--- config.mk ---
export PLATFORM = sky130hd
export DESIGN_NAME = media_link_watch
export DESIGN_NICKNAME = d
export VERILOG_FILES = /design/src/rtl/mlw_pkg.sv /design/src/rtl/mlw_sync.sv /design/src/rtl/mlw_stretch.sv /design/src/rtl/media_link_watch.sv
export SDC_FILE = /design/constraint.sdc
export NUM_CORES = 1
export LEC_CHECK = 0
export BUFFER_PORTS_ARGS = -buffer_cell sky130_fd_sc_hd__buf_2
export CAP_MARGIN = 0
export CORE_ASPECT_RATIO = 1.75
export CORE_MARGIN = 2
export CORE_UTILIZATION = 53
export CTS_CLUSTER_DIAMETER = 80
export DETAILED_ROUTE_END_ITERATION = 12
export GPL_TIMING_DRIVEN = 1
export PLACE_DENSITY = 0.75
export SYNTH_ARGS = -nofsm -noshare
export SYNTH_HDL_FRONTEND = slang
export SYNTH_SLANG_ARGS = --single-unit
--- constraint.sdc ---
create_clock -name clk -period 2.3 [get_ports clk]
set_input_delay 0.115 -clock clk [delete_from_list [all_inputs] [get_ports clk]]
set_output_delay 0.115 -clock clk [all_outputs]
set_load 0.05 [all_outputs]
--- src/rtl/mlw_pkg.sv ---
package mlw_pkg;
   localparam int unsigned SIDES   = 2;
   localparam int unsigned SIDE_CU = 0;
   localparam int unsigned SIDE_FB = 1;
   // stretcher flavours instantiated per side
   localparam int unsigned KINDS   = 2;
   localparam int unsigned KIND_RX = 0;
   localparam int unsigned KIND_ER = 1;
endpackage

--- src/rtl/mlw_sync.sv ---
module mlw_sync #(
   parameter int unsigned STAGES = 2
) (
   input  logic clk,
   input  logic rst,
   input  logic d_async,
   output logic q_sync
);
   if (STAGES < 2) begin : g_bad_stages
      $error("mlw_sync: STAGES must be at least 2");
   end

   logic [STAGES-1:0] chain;

   always_ff @(posedge clk) begin
      if (rst) chain <= '0;
      else     chain <= {chain[STAGES-2:0], d_async};
   end

   assign q_sync = chain[STAGES-1];
endmodule

--- src/rtl/mlw_stretch.sv ---
module mlw_stretch #(
   parameter int unsigned HOLD = 8
) (
   input  logic clk,
   input  logic rst,
   input  logic evt,
   output logic active
);
   localparam int unsigned CW = $clog2(HOLD + 1);
   localparam logic [CW-1:0] LOAD = CW'(HOLD);

   logic [CW-1:0] remain;

   always_ff @(posedge clk) begin
      if (rst)               remain <= '0;
      else if (evt)          remain <= LOAD;
      else if (remain != '0) remain <= remain - 1'b1;
   end

   assign active = (remain != '0);
endmodule

--- src/rtl/media_link_watch.sv ---
module media_link_watch #(
   parameter int unsigned STRETCH_CYCLES = 1_250_000,
   parameter int unsigned SYNC_STAGES    = 2,
   parameter int unsigned SYM_W          = 5,
   parameter logic [SYM_W-1:0] IDLE_SYM  = 5'b11111,
   parameter logic [SYM_W-1:0] HALT_SYM  = 5'b00100
) (
   input  logic             clk,
   input  logic             rst,
   input  logic             cu_link_raw,
   input  logic             fb_link_raw,
   input  logic             cu_rx_evt,
   input  logic             fb_rx_evt,
   input  logic             cu_err_evt,
   input  logic             fb_err_evt,
   input  logic             halt_sel,
   output logic             cu_fill_sel,
   output logic [SYM_W-1:0] cu_fill_sym,
   output logic             fb_fill_sel,
   output logic [SYM_W-1:0] fb_fill_sym,
   output logic             led_cu_link_n,
   output logic             led_fb_link_n,
   output logic             led_cu_rx_n,
   output logic             led_fb_rx_n,
   output logic             led_cu_err_n,
   output logic             led_fb_err_n
);
   import mlw_pkg::*;

   if (STRETCH_CYCLES < 2) begin : g_bad_stretch
      $error("media_link_watch: STRETCH_CYCLES must be at least 2");
   end
   if (SYM_W < 3) begin : g_bad_symw
      $error("media_link_watch: SYM_W must be at least 3");
   end

   logic [SIDES-1:0]       link_raw, link_ok;
   logic [KINDS-1:0][SIDES-1:0] evt, lit;

   assign link_raw[SIDE_CU]      = cu_link_raw;
   assign link_raw[SIDE_FB]      = fb_link_raw;
   assign evt[KIND_RX][SIDE_CU]  = cu_rx_evt;
   assign evt[KIND_RX][SIDE_FB]  = fb_rx_evt;
   assign evt[KIND_ER][SIDE_CU]  = cu_err_evt;
   assign evt[KIND_ER][SIDE_FB]  = fb_err_evt;

   for (genvar s = 0; s < SIDES; s++) begin : g_side
      mlw_sync #(.STAGES(SYNC_STAGES)) u_sync (
         .clk(clk), .rst(rst), .d_async(link_raw[s]), .q_sync(link_ok[s])
      );
      for (genvar k = 0; k < KINDS; k++) begin : g_kind
         mlw_stretch #(.HOLD(STRETCH_CYCLES)) u_str (
            .clk(clk), .rst(rst), .evt(evt[k][s]), .active(lit[k][s])
         );
      end
   end

   // each transmitter fills when the opposite medium has no link
   logic [SYM_W-1:0] fill_code;
   assign fill_code   = halt_sel ? HALT_SYM : IDLE_SYM;
   assign cu_fill_sel = ~link_ok[SIDE_FB];
   assign fb_fill_sel = ~link_ok[SIDE_CU];
   assign cu_fill_sym = fill_code;
   assign fb_fill_sym = fill_code;

   // active-low LEDs, forced on while reset is held
   assign led_cu_link_n = ~(rst | link_ok[SIDE_CU]);
   assign led_fb_link_n = ~(rst | link_ok[SIDE_FB]);
   assign led_cu_rx_n   = ~(rst | lit[KIND_RX][SIDE_CU]);
   assign led_fb_rx_n   = ~(rst | lit[KIND_RX][SIDE_FB]);
   assign led_cu_err_n  = ~(rst | lit[KIND_ER][SIDE_CU]);
   assign led_fb_err_n  = ~(rst | lit[KIND_ER][SIDE_FB]);
endmodule

* After elaboration in Yosys (flattened, before gate mapping)
Cells that the tools add are included.
** Cells by class
- Bitwise operators :: 14
- Reduce and logical (&&, ||, !) cells :: 12
- Muxes and demuxes :: 9
- Add/subtract/negate cells :: 4
- Eq/ne operators :: 0
- Magnitude comparators :: 0
- Divide/modulo/power cells :: 0
- Multipliers :: 0
- Shift operators :: 0
** Operator list (number)
- 21-bit two-way mux :: 8
- 21-bit nonzero test :: 4
- 21-bit by 1-bit subtractor with 21-bit output (second input constant) :: 4
- 1-bit inverter :: 8
- 2-bit nonzero test :: 4
- 2-bit OR reduction :: 4
- 1-bit bitwise OR :: 6
- 5-bit two-way mux :: 1
** Storage, ports and cells
- Input port bits :: 9
- Register bits after elaboration :: 88
- Bits in latches :: 0
- Bits in read-only memories :: 0
- Memory bits (writable) :: 0
- Output and inout bits :: 18
- Memories :: 0

* Longest topological paths before layout
- Depth in word-level cells :: 3
- Gate-level depth with buffers :: 8
- Mapped depth without buffers :: 7

* Hierarchy
A second synthesis with hierarchy kept.
** Unflattened totals
- Cells, all modules :: 624
- Area total of the unflattened synthesis :: 5221.3 µm²
** By module, submodules not included
- mlw_stretch at g_side[0].g_kind[0].u_str ... :: sequential area each 420.4 µm², cells an instance 149, instances 3, area each 1257.5 µm²
- mlw_stretch at g_side[1].g_kind[1].u_str :: sequential area each 420.4 µm², cells an instance 150, instances 1, area each 1238.7 µm²
- media_link_watch :: sequential area each 0.0 µm², cells an instance 19, instances 1, area each 105.1 µm²
- mlw_sync :: sequential area each 40.0 µm², cells an instance 4, instances 2, area each 52.6 µm²

* Worst setup path before layout
No wires, ideal clock.
- Path kind :: flip-flop to output port
- Start point :: register g_side[0].g_kind[0].u_str.remain[0]
- End point :: output led_cu_rx_n
- Setup slack :: -0.138 ns
- Data required time :: 2.185 ns
- Arrival :: 2.323 ns
- Cell stages (with the launch flop) :: 7
- Cell sequence :: dfxtp_1 > inv_1 > ha_1 > or3b_2 > nor3_1 > nand3_1 > nor2_1
** On the way
- Word-level cells in the longest chain between the ends :: 3
** Ends and longest elaborated chain
- start, declared :: line mlw_stretch.sv:12 : logic [CW-1:0] remain;
- start signal, assigned :: line mlw_stretch.sv:17 : else if (remain != '0) remain <= remain - 1'b1;
- 21-bit nonzero test :: line mlw_stretch.sv:20 : assign active = (remain != '0);
- 1-bit bitwise OR :: line media_link_watch.sv:69 : assign led_cu_rx_n = ~(rst | lit[KIND_RX][SIDE_CU]);
- 1-bit inverter :: line media_link_watch.sv:69
- end, declared :: line media_link_watch.sv:23 : output logic led_cu_rx_n,
No other way between the ends.

* Worst setup path after layout
- Start point :: register g_side[1].g_kind[0].u_str.remain[4]
- End point :: output led_fb_rx_n
** On the way
- Word-level cells in the longest chain between the ends :: 3
** Ends and longest elaborated chain
- start, declared :: line mlw_stretch.sv:12
- start signal, assigned :: line mlw_stretch.sv:17
- 21-bit nonzero test :: line mlw_stretch.sv:20
- 1-bit bitwise OR :: line media_link_watch.sv:70 : assign led_fb_rx_n = ~(rst | lit[KIND_RX][SIDE_FB]);
- 1-bit inverter :: line media_link_watch.sv:70
- end, declared :: line media_link_watch.sv:24 : output logic led_fb_rx_n,
No other way between the ends.

==> metrics.txt <==
# TYPE chip_impl_metric gauge
chip_impl_metric{name="fmax",unit="MHz"} 446
chip_impl_metric{name="clock_power_share",unit=""} 0.375
chip_impl_metric{name="timing.final.max_slew_violations",unit=""} 0
chip_impl_info{name="worstSetupStartpointType",value="flop"} 1
chip_impl_metric{name="start_util",unit=""} 0.549
chip_impl_metric{name="sequential_cell_area",unit="µm²"} 1760
chip_impl_metric{name="drt_pass1_iterations",unit=""} 4
chip_impl_info{name="hold_path.class",value="input port to flop"} 1
chip_impl_metric{name="route.detailed.wl_per_inst",unit="µm"} 15.0
chip_impl_metric{name="final_min_period_over_clock_period",unit=""} 0.975
chip_impl_metric{name="synth_cells",unit=""} 511
chip_impl_metric{name="worst-slew-pin-transition",unit="ns"} 0.632
chip_impl_metric{name="detail_route.iter0.violations",unit=""} 260
chip_impl_metric{name="power_frac_comb",unit=""} 0.204
chip_impl_metric{name="max-cap-violations",unit=""} 0
chip_impl_metric{name="final.setup.tns",unit="ns"} 0
chip_impl_info{name="cts_root_buf",value="clkbuf_16"} 1
chip_impl_metric{name="floorplan.rows",unit=""} 43
chip_impl_metric{name="layout-drive-gt1-share",unit=""} 0.165
chip_impl_metric{name="swShare",unit=""} 0.293
chip_impl_metric{name="syn_area",unit="µm²"} 4370
chip_impl_info{name="setup.worst_path.class",value="flop to primary output"} 1
chip_impl_metric{name="layout.core_utilization",unit=""} 0.633
chip_impl_metric{name="avgSynthCellArea",unit="µm²"} 8.55
chip_impl_info{name="synth.top_cells.by_area",value="dfxtp_1 (40%), xor2_1 (6.6%), nor2_1 (5.8%)"} 1
chip_impl_metric{name="buffers_on_ports",unit=""} 24
chip_impl_metric{name="critical_path.max_fanout",unit=""} 7
chip_impl_info{name="cts_tree",value="built"} 1
chip_impl_metric{name="cts_buffers",unit=""} 9
chip_impl_info{name="most_frequent_cells_after_synthesis",value="dfxtp_1 (88), nor2_1 (67), a21oi_1 (43)"} 1
chip_impl_metric{name="slew_headroom",unit=""} 0.579
chip_impl_metric{name="area_taken_by_multi_input_logic_gates",unit="µm²"} 2500
chip_impl_metric{name="detailed_place_hpwl",unit="mm"} 6.44
chip_impl_metric{name="clock-skew-final",unit="ns"} 0.00634
chip_impl_metric{name="cts_buffer_depth",unit=""} 2
chip_impl_info{name="yosys.area.top_type",value="dfxtp_1"} 1
chip_impl_metric{name="finalHoldViolCount",unit=""} 0
chip_impl_info{name="yosys_most_used_dff",value="dfxtp_1"} 1
chip_impl_metric{name="antennaDiodeCount",unit=""} 0
chip_impl_info{name="critical_path.startpoint",value="g_side[1].g_kind[0].u_str.remain[4]"} 1
chip_impl_info{name="crit-reg2reg-launch",value="g_side[0].g_kind[0].u_str.remain[0]"} 1
chip_impl_metric{name="placeableCoreArea",unit="µm²"} 7960
chip_impl_metric{name="top_level_ports",unit=""} 27
chip_impl_metric{name="n_fill_cell",unit=""} 666
chip_impl_metric{name="number_of_flops_mapped_to_enable_cells_by_yosys",unit=""} 0
chip_impl_metric{name="seq_power_share",unit=""} 0.421
chip_impl_metric{name="fp.dieH",unit="µm"} 124
chip_impl_metric{name="postSynthRegisterBits",unit=""} 88
chip_impl_metric{name="clock_sink_count",unit=""} 88
chip_impl_metric{name="netlist-cell-type-count",unit=""} 51
chip_impl_metric{name="die_width",unit="µm"} 72.6
chip_impl_metric{name="yosysWarningCount",unit=""} 0
chip_impl_metric{name="ys_async_sr_fraction",unit=""} 0
chip_impl_metric{name="grt.total_usage",unit=""} 0.223
chip_impl_metric{name="report.power.total",unit="W"} 0.00416
chip_impl_metric{name="fin_area",unit="µm²"} 5040
chip_impl_metric{name="required",unit="ns"} 2.18
chip_impl_metric{name="floorplan.die_area",unit="µm²"} 9020
chip_impl_metric{name="post_dp_cell_area",unit="µm²"} 4610
chip_impl_info{name="worstSetupEndpointType",value="primary output"} 1
chip_impl_metric{name="int_pwr",unit="W"} 0.00294
chip_impl_metric{name="remaining_drc_errors",unit=""} 0
chip_impl_metric{name="largest_net_degree_at_the_start_of_global_routing",unit=""} 34
chip_impl_metric{name="cts_htree_levels",unit=""} 3
chip_impl_metric{name="post_drt_via_cell_ratio",unit=""} 6.09
chip_impl_info{name="status",value="complete, no violations"} 1
chip_impl_metric{name="total_switching_power",unit="W"} 0.00122
chip_impl_metric{name="globalRouteOverflowTotal",unit=""} 0
chip_impl_metric{name="clock_period_minus_worst_slack",unit="ns"} 2.24
chip_impl_metric{name="final_net_count",unit=""} 556
chip_impl_metric{name="hold_buffer_count_at_cts",unit=""} 0
chip_impl_metric{name="overall_via_count_from_detail_route",unit=""} 3863
chip_impl_metric{name="postRouteWirelength",unit="mm"} 9.53
chip_impl_metric{name="hold_slack",unit="ns"} 0.0243
chip_impl_metric{name="grt_first_pass_wirelength",unit="mm"} 16.1
chip_impl_metric{name="fraction_of_synthesized_cell_area_taken_by_the_top_area_cell_type",unit=""} 0.403
chip_impl_metric{name="max-vdd-ir-drop",unit="mV"} 0.553
chip_impl_info{name="rsz0062_at_grt",value="yes"} 1
chip_impl_metric{name="gp_congestion",unit=""} 0.811
chip_impl_metric{name="antenna_violating_nets_post_route",unit=""} 0
chip_impl_metric{name="power_density",unit="nW/µm²"} 825
chip_impl_metric{name="cts.clk_slew.worst_paths",unit="ns"} 0.06
chip_impl_metric{name="insertion_delay",unit="ns"} 0.34
chip_impl_metric{name="post_cts_buffers",unit=""} 0
chip_impl_metric{name="area_growth_syn_to_layout",unit="%"} 15.3
chip_impl_metric{name="initial_antenna_violation_count",unit=""} 0
chip_impl_info{name="hold_path_startpoint",value="fb_link_raw"} 1
chip_impl_metric{name="synth_sequential_area_ratio",unit=""} 0.403
chip_impl_metric{name="grt_pass1_vias",unit=""} 3612
chip_impl_metric{name="arrival_time_at_the_worst_endpoint",unit="ns"} 2.13
chip_impl_metric{name="setup_viol_count_final",unit=""} 0
chip_impl_metric{name="static-leakage-power",unit="nW"} 1.88
chip_impl_info{name="synth.most_common_cell",value="dfxtp_1"} 1
[layout by cell type (no fill, tap or decap), types with 6 or more instances in the layout]
cell type	instances
or3_1	16
xor2_1	33
buf_2	22
nor2_1	64
a31oi_1	8
ha_1	8
inv_1	14
o31ai_1	8
a21oi_1	43
xnor2_1	13
nand3_1	13
nand3b_1	6
o41ai_1	8
dfxtp_1	87
nand4_1	10
buf_4	20
o21ai_1	7
clkbuf_16	9
nor4_1	12
or4_1	15
or2_2	6
nor3_1	17
nand2_1	14
[timing repair]
item / CTS / global route
pin swaps: 0 / 1
setup endpoints to repair: 3 / 12
cloned: 0 / 1
gates resized for setup: 9 / 17
[critical path: stages, from the launching register on]
cell and delay (ns):
dfxtp_2 0.35, or4_4 0.57, or2_4 0.30, or2_4 0.29, nor2_2 0.11, buf_6 0.17
[logic make-up (layout without fill, tap and decap cells)]
| group | Yosys count | after routing | share of synthesized area |
|---|---|---|---|
| mux | 2 | 2 | 0.00458 |
| fa+ha+maj | 8 | 8 | 0.0229 |
| flops | 88 | 88 | 0.403 |
| xor+xnor | 46 | 46 | 0.0922 |
| buf+inv | 43 | 75 | 0.0455 |
| other cells | 1 | 2 | 0.000858 |
| simple gates | 227 | 227 | 0.294 |
| compound gates | 96 | 96 | 0.137 |
[state kept, by name (all words and copies together), names as in the netlist]
register,count
g_side.g_kind.u_str.remain,84
g_side.u_sync.chain,4
[final timing paths]
kind | endpoint | depth (start not counted) | slack [ns]
worst min-delay path | g_side[1].u_sync.chain[0] | 2 | 0.02
worst max register to register | g_side[0].g_kind[0].u_str.remain[13] | 5 | 0.07
worst min register to register | g_side[1].u_sync.chain[1] | 1 | 0.44
worst max-delay path | led_fb_rx_n | 5 | 0.06
[power by group through the flow]
stage	Combinational (W)	Sequential (W)	Clock, W
2_1_floorplan	0.000627	0.00175	0
3_3_place_gp	0.000778	0.00177	0
3_5_place_dp	0.000796	0.00177	0
4_1_cts	0.000814	0.00174	0.00159
5_1_grt	0.000942	0.00177	0.00167
6_report	0.000849	0.00175	0.00156
[final cells by class]
| cell class | count | area share |
|---|---|---|
| well taps | 90 | 0.0223 |
| clock inverters | 7 | 0.0189 |
| multi-input cells | 381 | 0.497 |
| clock buffers | 9 | 0.0447 |
| flip-flops and latches | 88 | 0.350 |
| repair buffers | 44 | 0.0561 |
| inverters | 15 | 0.0112 |
[per-layer routing]
| layer | vias up | wire length (µm) | global-route usage |
|---|---|---|---|
| li1 | 1902 | - | - |
| met1 | 1854 | 3850 | 0.247 |
| met2 | 89 | 5130 | 0.401 |
| met3 | 18 | 327 | 0.0510 |
| met4 | 0 | 221 | 0.0949 |
| met5 | - | 0 | 0 |
[stage by stage]
step	setup slack (ns)	instances
after floorplan	0.0732	512
after global placement	0.0878	617
after detailed placement	0.0309	617
after CTS	0.0114	633
after global routing	-0.00944	634
final	0.0571	634
Power figures use the tool's default switching activity.
